$ cat src/rtl/exec_pkg.sv
package exec_pkg;
    localparam int INSTR_W = 32;
    localparam int OPC_W   = 8;
    localparam int OPC_LO  = 24;
    localparam int DST_LO  = 20;
    localparam int S1_LO   = 16;
    localparam int IMM_W   = 16;

    localparam logic [OPC_W-1:0] OPC_ADD_RR = 8'd0;
    localparam logic [OPC_W-1:0] OPC_ADD_RI = 8'd1;
    localparam logic [OPC_W-1:0] OPC_ADD_PI = 8'd2;
    localparam logic [OPC_W-1:0] OPC_SUB_RR = 8'd3;
    localparam logic [OPC_W-1:0] OPC_SUB_RI = 8'd4;
    localparam logic [OPC_W-1:0] OPC_SUB_PI = 8'd5;
    localparam logic [OPC_W-1:0] OPC_MOV_R  = 8'd6;
    localparam logic [OPC_W-1:0] OPC_MOV_I  = 8'd7;
    localparam logic [OPC_W-1:0] OPC_MOV_P  = 8'd8;
    localparam logic [OPC_W-1:0] OPC_NEG    = 8'd9;
    localparam logic [OPC_W-1:0] OPC_AND_RR = 8'd10;
    localparam logic [OPC_W-1:0] OPC_AND_RI = 8'd11;
    localparam logic [OPC_W-1:0] OPC_OR_RR  = 8'd12;
    localparam logic [OPC_W-1:0] OPC_OR_RI  = 8'd13;
    localparam logic [OPC_W-1:0] OPC_INV    = 8'd14;
    localparam logic [OPC_W-1:0] OPC_SHL    = 8'd15;
    localparam logic [OPC_W-1:0] OPC_SHR    = 8'd16;
    localparam logic [OPC_W-1:0] OPC_CMPEQ  = 8'd17;
    localparam logic [OPC_W-1:0] OPC_CMPGT  = 8'd18;
    localparam logic [OPC_W-1:0] OPC_BRT    = 8'd19;
    localparam logic [OPC_W-1:0] OPC_BRA    = 8'd20;
    localparam logic [OPC_W-1:0] OPC_LOAD   = 8'd21;
    localparam logic [OPC_W-1:0] OPC_STORE  = 8'd22;
    localparam logic [OPC_W-1:0] OPC_IDLE   = 8'd23;

    typedef enum logic [3:0] {
        FN_ADD, FN_SUB, FN_AND, FN_OR, FN_INV, FN_SHL, FN_SRA, FN_EQ, FN_GT
    } alu_fn_e;

    typedef enum logic [1:0] { A_RS1, A_PC, A_ZERO } a_sel_e;
    typedef enum logic [1:0] { B_RS2, B_IMM, B_RS1, B_ZERO } b_sel_e;

    typedef struct packed {
        alu_fn_e fn;
        a_sel_e  a_sel;
        b_sel_e  b_sel;
        logic    wr;
        logic    br_cond;
        logic    br_always;
        logic    ld;
        logic    st;
        logic    bad;
    } ctrl_t;
endpackage

$ cat src/rtl/exec_decode.sv
module exec_decode
    import exec_pkg::*;
(
    input  logic [OPC_W-1:0] opc_i,
    output ctrl_t            ctrl_o
);
    always_comb begin
        ctrl_o = '{fn: FN_ADD, a_sel: A_ZERO, b_sel: B_ZERO, default: 1'b0};
        case (opc_i)
            OPC_ADD_RR: begin ctrl_o.fn = FN_ADD; ctrl_o.a_sel = A_RS1;  ctrl_o.b_sel = B_RS2;  ctrl_o.wr = 1'b1; end
            OPC_ADD_RI: begin ctrl_o.fn = FN_ADD; ctrl_o.a_sel = A_RS1;  ctrl_o.b_sel = B_IMM;  ctrl_o.wr = 1'b1; end
            OPC_ADD_PI: begin ctrl_o.fn = FN_ADD; ctrl_o.a_sel = A_PC;   ctrl_o.b_sel = B_IMM;  ctrl_o.wr = 1'b1; end
            OPC_SUB_RR: begin ctrl_o.fn = FN_SUB; ctrl_o.a_sel = A_RS1;  ctrl_o.b_sel = B_RS2;  ctrl_o.wr = 1'b1; end
            OPC_SUB_RI: begin ctrl_o.fn = FN_SUB; ctrl_o.a_sel = A_RS1;  ctrl_o.b_sel = B_IMM;  ctrl_o.wr = 1'b1; end
            OPC_SUB_PI: begin ctrl_o.fn = FN_SUB; ctrl_o.a_sel = A_PC;   ctrl_o.b_sel = B_IMM;  ctrl_o.wr = 1'b1; end
            OPC_MOV_R:  begin ctrl_o.fn = FN_ADD; ctrl_o.a_sel = A_RS1;  ctrl_o.b_sel = B_ZERO; ctrl_o.wr = 1'b1; end
            OPC_MOV_I:  begin ctrl_o.fn = FN_ADD; ctrl_o.a_sel = A_ZERO; ctrl_o.b_sel = B_IMM;  ctrl_o.wr = 1'b1; end
            OPC_MOV_P:  begin ctrl_o.fn = FN_ADD; ctrl_o.a_sel = A_PC;   ctrl_o.b_sel = B_ZERO; ctrl_o.wr = 1'b1; end
            OPC_NEG:    begin ctrl_o.fn = FN_SUB; ctrl_o.a_sel = A_ZERO; ctrl_o.b_sel = B_RS1;  ctrl_o.wr = 1'b1; end
            OPC_AND_RR: begin ctrl_o.fn = FN_AND; ctrl_o.a_sel = A_RS1;  ctrl_o.b_sel = B_RS2;  ctrl_o.wr = 1'b1; end
            OPC_AND_RI: begin ctrl_o.fn = FN_AND; ctrl_o.a_sel = A_RS1;  ctrl_o.b_sel = B_IMM;  ctrl_o.wr = 1'b1; end
            OPC_OR_RR:  begin ctrl_o.fn = FN_OR;  ctrl_o.a_sel = A_RS1;  ctrl_o.b_sel = B_RS2;  ctrl_o.wr = 1'b1; end
            OPC_OR_RI:  begin ctrl_o.fn = FN_OR;  ctrl_o.a_sel = A_RS1;  ctrl_o.b_sel = B_IMM;  ctrl_o.wr = 1'b1; end
            OPC_INV:    begin ctrl_o.fn = FN_INV; ctrl_o.a_sel = A_RS1;  ctrl_o.b_sel = B_ZERO; ctrl_o.wr = 1'b1; end
            OPC_SHL:    begin ctrl_o.fn = FN_SHL; ctrl_o.a_sel = A_RS1;  ctrl_o.b_sel = B_IMM;  ctrl_o.wr = 1'b1; end
            OPC_SHR:    begin ctrl_o.fn = FN_SRA; ctrl_o.a_sel = A_RS1;  ctrl_o.b_sel = B_IMM;  ctrl_o.wr = 1'b1; end
            OPC_CMPEQ:  begin ctrl_o.fn = FN_EQ;  ctrl_o.a_sel = A_RS1;  ctrl_o.b_sel = B_RS2;  ctrl_o.wr = 1'b1; end
            OPC_CMPGT:  begin ctrl_o.fn = FN_GT;  ctrl_o.a_sel = A_RS1;  ctrl_o.b_sel = B_RS2;  ctrl_o.wr = 1'b1; end
            OPC_BRT:    ctrl_o.br_cond   = 1'b1;
            OPC_BRA:    ctrl_o.br_always = 1'b1;
            OPC_LOAD:   ctrl_o.ld        = 1'b1;
            OPC_STORE:  ctrl_o.st        = 1'b1;
            OPC_IDLE:   ;
            default:    ctrl_o.bad       = 1'b1;
        endcase
    end
endmodule

$ cat src/rtl/exec_alu.sv
module exec_alu
    import exec_pkg::*;
#(
    parameter int DATA_W = 32
) (
    input  alu_fn_e           fn_i,
    input  logic [DATA_W-1:0] a_i,
    input  logic [DATA_W-1:0] b_i,
    output logic [DATA_W-1:0] res_o
);
    localparam int SH_W = $clog2(DATA_W);

    logic [SH_W-1:0] shamt;
    assign shamt = b_i[SH_W-1:0];

    always_comb begin
        case (fn_i)
            FN_ADD:  res_o = a_i + b_i;
            FN_SUB:  res_o = a_i - b_i;
            FN_AND:  res_o = a_i & b_i;
            FN_OR:   res_o = a_i | b_i;
            FN_INV:  res_o = ~a_i;
            FN_SHL:  res_o = a_i << shamt;
            FN_SRA:  res_o = $unsigned($signed(a_i) >>> shamt);
            FN_EQ:   res_o = (a_i == b_i) ? '1 : '0;
            FN_GT:   res_o = ($signed(a_i) > $signed(b_i)) ? '1 : '0;
            default: res_o = '0;
        endcase
    end

    always_comb begin
        if (fn_i == FN_EQ || fn_i == FN_GT) begin

            cmp_mask_chk: assert (res_o == '0 || res_o == '1);
        end
    end
endmodule

$ cat src/rtl/exec_branch.sv
module exec_branch #(
    parameter int DATA_W = 32
) (
    input  logic              cond_i,
    input  logic              always_i,
    input  logic [DATA_W-1:0] test_val_i,
    input  logic [DATA_W-1:0] dest_val_i,
    output logic              take_o,
    output logic [DATA_W-1:0] target_o
);
    logic all_ones;
    assign all_ones = &test_val_i;
    assign take_o   = always_i | (cond_i & all_ones);
    assign target_o = take_o ? dest_val_i : '0;
endmodule

$ cat src/rtl/exec_stage.sv
module exec_stage
    import exec_pkg::*;
#(
    parameter int DATA_W = 32,
    parameter int IDX_W  = 4
) (
    input  logic                clk,
    input  logic                rst_n,
    input  logic [INSTR_W-1:0]  instr_i,
    input  logic [DATA_W-1:0]   pc_i,
    input  logic [DATA_W-1:0]   rs1_val_i,
    input  logic [DATA_W-1:0]   rs2_val_i,
    input  logic [DATA_W-1:0]   rd_val_i,
    output logic                wb_en_o,
    output logic [IDX_W-1:0]    wb_idx_o,
    output logic [DATA_W-1:0]   wb_data_o,
    output logic                br_valid_o,
    output logic [DATA_W-1:0]   br_target_o,
    output logic                mem_ld_o,
    output logic                mem_st_o,
    output logic [DATA_W-1:0]   mem_addr_o,
    output logic                illegal_o
);
    localparam int EXT_W = DATA_W - IMM_W;

    typedef struct packed {
        logic              wb_en;
        logic [IDX_W-1:0]  wb_idx;
        logic [DATA_W-1:0] wb_data;
        logic              br_valid;
        logic [DATA_W-1:0] br_target;
        logic              ld;
        logic              st;
        logic [DATA_W-1:0] addr;
        logic              bad;
    } stage_t;

    stage_t stage_d, stage_q;

    logic [OPC_W-1:0]  opc;
    logic [IDX_W-1:0]  dst_idx;
    logic [DATA_W-1:0] imm_ext;
    ctrl_t             ctrl;
    logic [DATA_W-1:0] op_a, op_b, alu_res;
    logic              br_take;
    logic [DATA_W-1:0] br_tgt;

    assign opc     = instr_i[OPC_LO +: OPC_W];
    assign dst_idx = instr_i[DST_LO +: IDX_W];
    assign imm_ext = {{EXT_W{instr_i[IMM_W-1]}}, instr_i[IMM_W-1:0]};

    exec_decode u_dec (
        .opc_i  (opc),
        .ctrl_o (ctrl)
    );

    always_comb begin
        case (ctrl.a_sel)
            A_RS1:   op_a = rs1_val_i;
            A_PC:    op_a = pc_i;
            default: op_a = '0;
        endcase
        case (ctrl.b_sel)
            B_RS2:   op_b = rs2_val_i;
            B_IMM:   op_b = imm_ext;
            B_RS1:   op_b = rs1_val_i;
            default: op_b = '0;
        endcase
    end

    exec_alu #(.DATA_W(DATA_W)) u_alu (
        .fn_i  (ctrl.fn),
        .a_i   (op_a),
        .b_i   (op_b),
        .res_o (alu_res)
    );

    exec_branch #(.DATA_W(DATA_W)) u_br (
        .cond_i     (ctrl.br_cond),
        .always_i   (ctrl.br_always),
        .test_val_i (rs1_val_i),
        .dest_val_i (rd_val_i),
        .take_o     (br_take),
        .target_o   (br_tgt)
    );

    always_comb begin
        stage_d           = '0;
        stage_d.wb_en     = ctrl.wr;
        stage_d.wb_idx    = ctrl.wr ? dst_idx : '0;
        stage_d.wb_data   = ctrl.wr ? alu_res : '0;
        stage_d.br_valid  = br_take;
        stage_d.br_target = br_tgt;
        stage_d.ld        = ctrl.ld;
        stage_d.st        = ctrl.st;
        stage_d.addr      = (ctrl.ld | ctrl.st) ? rs2_val_i : '0;
        stage_d.bad       = ctrl.bad;
    end

    always_ff @(posedge clk or negedge rst_n) begin
        if (!rst_n) stage_q <= '0;
        else        stage_q <= stage_d;
    end

    assign wb_en_o     = stage_q.wb_en;
    assign wb_idx_o    = stage_q.wb_idx;
    assign wb_data_o   = stage_q.wb_data;
    assign br_valid_o  = stage_q.br_valid;
    assign br_target_o = stage_q.br_target;
    assign mem_ld_o    = stage_q.ld;
    assign mem_st_o    = stage_q.st;
    assign mem_addr_o  = stage_q.addr;
    assign illegal_o   = stage_q.bad;


    one_event_chk: assert property (@(posedge clk) disable iff (!rst_n)
        $onehot0({wb_en_o, br_valid_o, mem_ld_o, mem_st_o, illegal_o}));


    idle_zero_chk: assert property (@(posedge clk) disable iff (!rst_n)
        !wb_en_o |-> (wb_data_o == '0 && wb_idx_o == '0));


    jump_target_chk: assert property (@(posedge clk) disable iff (!rst_n)
        (instr_i[OPC_LO +: OPC_W] == OPC_BRA) |=>
            (br_valid_o && !wb_en_o && br_target_o == $past(rd_val_i)));


    load_addr_chk: assert property (@(posedge clk) disable iff (!rst_n)
        (instr_i[OPC_LO +: OPC_W] == OPC_LOAD) |=>
            (mem_ld_o && !wb_en_o && mem_addr_o == $past(rs2_val_i)));


    bad_flag_chk: assert property (@(posedge clk) disable iff (!rst_n)
        1'b1 |=> (illegal_o == ($past(instr_i[OPC_LO +: OPC_W]) > OPC_IDLE)));


    dst_route_chk: assert property (@(posedge clk) disable iff (!rst_n)
        wb_en_o |-> (wb_idx_o == $past(instr_i[DST_LO +: IDX_W])));
endmodule

$ cat config.mk
export PLATFORM = sky130hd
export DESIGN_NAME = exec_stage
export DESIGN_NICKNAME = d
export VERILOG_FILES = /design/src/rtl/exec_pkg.sv /design/src/rtl/exec_decode.sv /design/src/rtl/exec_alu.sv /design/src/rtl/exec_branch.sv /design/src/rtl/exec_stage.sv
export SDC_FILE = /design/constraint.sdc
export NUM_CORES = 1
export LEC_CHECK = 0
export BUFFER_PORTS_ARGS = -buffer_cell sky130_fd_sc_hd__buf_2
export CAP_MARGIN = 20
export CORE_ASPECT_RATIO = 0.8
export CORE_MARGIN = 2
export CORE_UTILIZATION = 40
export CTS_BUF_LIST = sky130_fd_sc_hd__clkbuf_16
export CTS_CLUSTER_DIAMETER = 150
export DETAILED_ROUTE_END_ITERATION = 8
export GPL_TIMING_DRIVEN = 0
export PLACE_DENSITY = 0.62
export SLEW_MARGIN = 10
export SYNTH_ARGS = -nofsm -noshare
export SYNTH_HDL_FRONTEND = slang
export SYNTH_SLANG_ARGS = --single-unit
$ cat constraint.sdc
create_clock -name clk -period 0.8 [get_ports clk]
set_input_delay 0.16 -clock clk [delete_from_list [all_inputs] [get_ports clk]]
set_output_delay 0.16 -clock clk [all_outputs]
set_load 0.05 [all_outputs]
==> impl_metrics.yaml <==
setup_path:
  critPathBufInv: 5
  cp-start-kind: "primary input"
  crit_family: "compound AO/OA/AOI/OAI gates"
  slowest_delay_ns: 0.51
  critical_path.max_fanout: 10
  path_cells: "buf_8, xnor3_1, a221o_1, buf_6, and3_4, o31ai_4, buf_12, inv_2, buf_6, ha_2, nand2b_1, a221oi_4, a211oi_2, a21o_2, a2111oi_4, o31ai_4, a21oi_2, mux2_4, a22oi_2, a31oi_1"
  required_ns: 1.05
  crit_path_end_kind: "flip-flop"
  path_class: "primary input to flip-flop"
  crit_arrival_ns: 4.67
  cp_slowest_cell: "a2111oi_4"
timing:
  slew_viol_final: 0
  hold_viol_final: 47
  tns_ns: -174.81
  hold_slack_ns: -0.307
  slew_headroom_pct: 19.0
  min_period_ns: 4.42
  rsz0062_at_grt: "yes"
  setup_viol: 207
  tightestPinTransition_ns: 1.21
  max_freq_mhz: 226
  final.setup.worst_slack_ns: -3.62
  fin_crit_sh_pct: 552
clock_network:
  clock-sinks: 105
  cts_hold_buf: 29
  h-tree-depth: 3
  clockBufferDepth: 2
  cts_root_buf: "clkbuf_16"
  cts_tree: "yes"
  clk_pin_slew_ns: 0.11
  numCtsBuffers: 9
finish:
  layout.area.seq_mm2: 0.00263
  syn_to_final_growth_pct: 48.3
  multi_input_area_mm2: 0.0113
  fin_nets: 2333
  drive_gt1_share_pct: 37.0
  n_fill_cell: 2900
global_routing:
  grt_overflow: 0
  grt_pass1_wl_um: 108000
  grt_max_degree: 60
  track_usage_pct: 43.6
  antenna_found_initial: 1
  grt_pass1_vias: 15900
detailed_routing:
  wl_um: 78300
  ant_nets: 0
  drtIter0Drc: 2906
  drcViolationCount: 0
  avgViaCountPerCell: 6.73
  firstDrtPassIters: 8
  via_count: 16900
  avgRoutedWirePerCell_um: 31.2
die:
  coreArea_mm2: 0.0323
  dieArea_mm2: 0.0341
  start_util_pct: 40.4
  die_y_um: 166
  io_pins: 267
  fp.dieW_um: 206
  num_rows: 59
logic_synthesis:
  syn_inst: 1656
  synth.avg_cell_area_um2: 7.89
  synth_edf_count: 0
  ys.flop_type: "dfrtp_1"
  async_reset_ff_share_pct: 100
  synth_area_mm2: 0.0131
  ys_seq_area_share_pct: 20.1
  ys_types: 100
  ys_warn_count: 0
  syn-num-nets: 1917
  synth-seq-cells: 105
power_and_ir_drop:
  power_w: 0.0177
  power_density_mw_per_mm2: 912
  peakVddDrop_v: 0.000887
  leakagePower_nw: 9.03
flow_run:
  drv_cap: 0
min_path:
  hold_path.class: "primary input to asynchronous set/reset pin"
place:
  port_buffers: 260
  place_congestion: 1.11
  hpwl_um: 59500
run_status:
  violations: "hold timing, setup timing"
  status: "finished, violations left"
cell usage after synthesis, types with 11 or more instances:
master	n	area [um2]
a211oi_1	20	150
a21o_1	13	97.6
a21oi_1	133	666
a221oi_1	29	254
a22oi_1	14	105
a31oi_1	32	200
a32o_1	16	160
and2_1	66	413
and3_1	11	68.8
buf_2	20	100
buf_4	17	128
clkbuf_1	74	278
dfrtp_1	105	2630
ha_1	97	1210
inv_1	85	319
mux2i_1	128	1280
nand2_1	148	556
nand3_1	34	170
nand4_1	27	169
nor2_1	107	402
nor2b_1	47	294
nor3_1	41	205
nor4_1	19	119
o211ai_1	12	90.1
o21ai_0	54	270
o221ai_1	34	298
o22ai_1	18	113
o31ai_1	14	105
xnor2_1	22	193
timing repair:
item | in CTS | in global routing
gates cloned | 3 | 7
resized for setup | 244 | 273
setup buffers | 56 | 61
endpoints found under the hold margin | 75 | 46
pin swaps | 58 | 92
setup endpoints to repair | 208 | 210
sequential cells by signal (all words and copies together), names as in the netlist:
name	cells
mem_ld_o	1
wb_data_o	32
br_target_o	32
wb_idx_o	4
illegal_o	1
br_valid_o	1
wb_en_o	1
mem_st_o	1
mem_addr_o	32
layout by cell type (no fill, tap or decap), drive strengths merged, types with 27 or more instances in the layout:
cell type	netlist	routed
buf	53	449
nand2	148	148
a21oi	141	141
mux2i	132	132
nor2	113	113
dfrtp	105	105
ha	97	97
inv	90	93
and2	66	66
clkbuf	74	63
o21ai	62	62
nor2b	47	47
nor3	43	43
o221ai	34	34
nand3	34	34
a31oi	32	32
dlygate4sd3	0	29
a221oi	29	29
nand4	27	27
worst paths after layout:
check / startpoint / endpoint / slack [ns] / cells past startpoint
max: instr_i[24] / wb_data_o[29] / -3.62 / 20
min: rst_n / mem_addr_o[17] / -0.31 / 1
max in group asynchronous: rst_n / wb_data_o[10] / 0.44 / 2
min in group clk: rd_val_i[8] / br_target_o[8] / 0 / 2
metal layers:
metal  vias up  part of all wire, %  track usage [%]  routed length [um]
met1      8113                   41             61.1               31800
met5         -                0.091                0                  71
met4         4                  5.5             18.3                4270
li1       6987                    -                -                   -
met3       324                   14             14.9               11200
met2      1434                   40             60.2               30900
area by class of cell:
type | count | share of cell area (%)
Multi-Input combinational cell | 1331 | 58.1
Timing Repair Buffer | 416 | 16.1
Sequential cell | 105 | 13.6
Buffer | 116 | 5.95
Tap cell | 427 | 2.76
Inverter | 93 | 1.89
Clock buffer | 9 | 1.16
Clock inverter | 7 | 0.471
Antenna cell | 1 | 0.0129
cells by family (layout without fill, tap and decap cells):
group | Yosys count | in the layout | synth area share [%]
flip-flops | 105 | 105 | 20.1
adder cells (fa/ha/maj) | 99 | 99 | 9.59
buffers and inverters | 220 | 641 | 7.68
AO/OA/AOI/OAI | 506 | 506 | 27.3
other | 0 | 1 | 0
AND/OR/NAND/NOR | 550 | 550 | 21.6
XOR/XNOR | 31 | 31 | 2.18
multiplexers | 145 | 145 | 11.5
power breakdown:
| group | internal, W | leakage (nW) | switching [W] | total, W |
|---|---|---|---|---|
| clock network | 0.00228 | 0.152 | 0.00277 | 0.00505 |
| logic | 0.00288 | 7.42 | 0.00441 | 0.00729 |
| registers | 0.00533 | 1.46 | 0.0000116 | 0.00535 |
| total | 0.0105 | 9.03 | 0.00719 | 0.0177 |
metrics by stage:
stage	instances	worst slack (ns)	utilization [%]	cell area [um2]
2_1_floorplan	1656	-3.29	-	13700
3_3_place_gp	2343	-5.14	47.9	15500
3_5_place_dp	2345	-5.08	48.1	15600
4_1_cts	2440	-3.49	54.7	17700
5_1_grt	2505	-3.69	59.9	19400
6_report	2505	-3.62	59.9	19400
(Power assumes the default switching activity.)
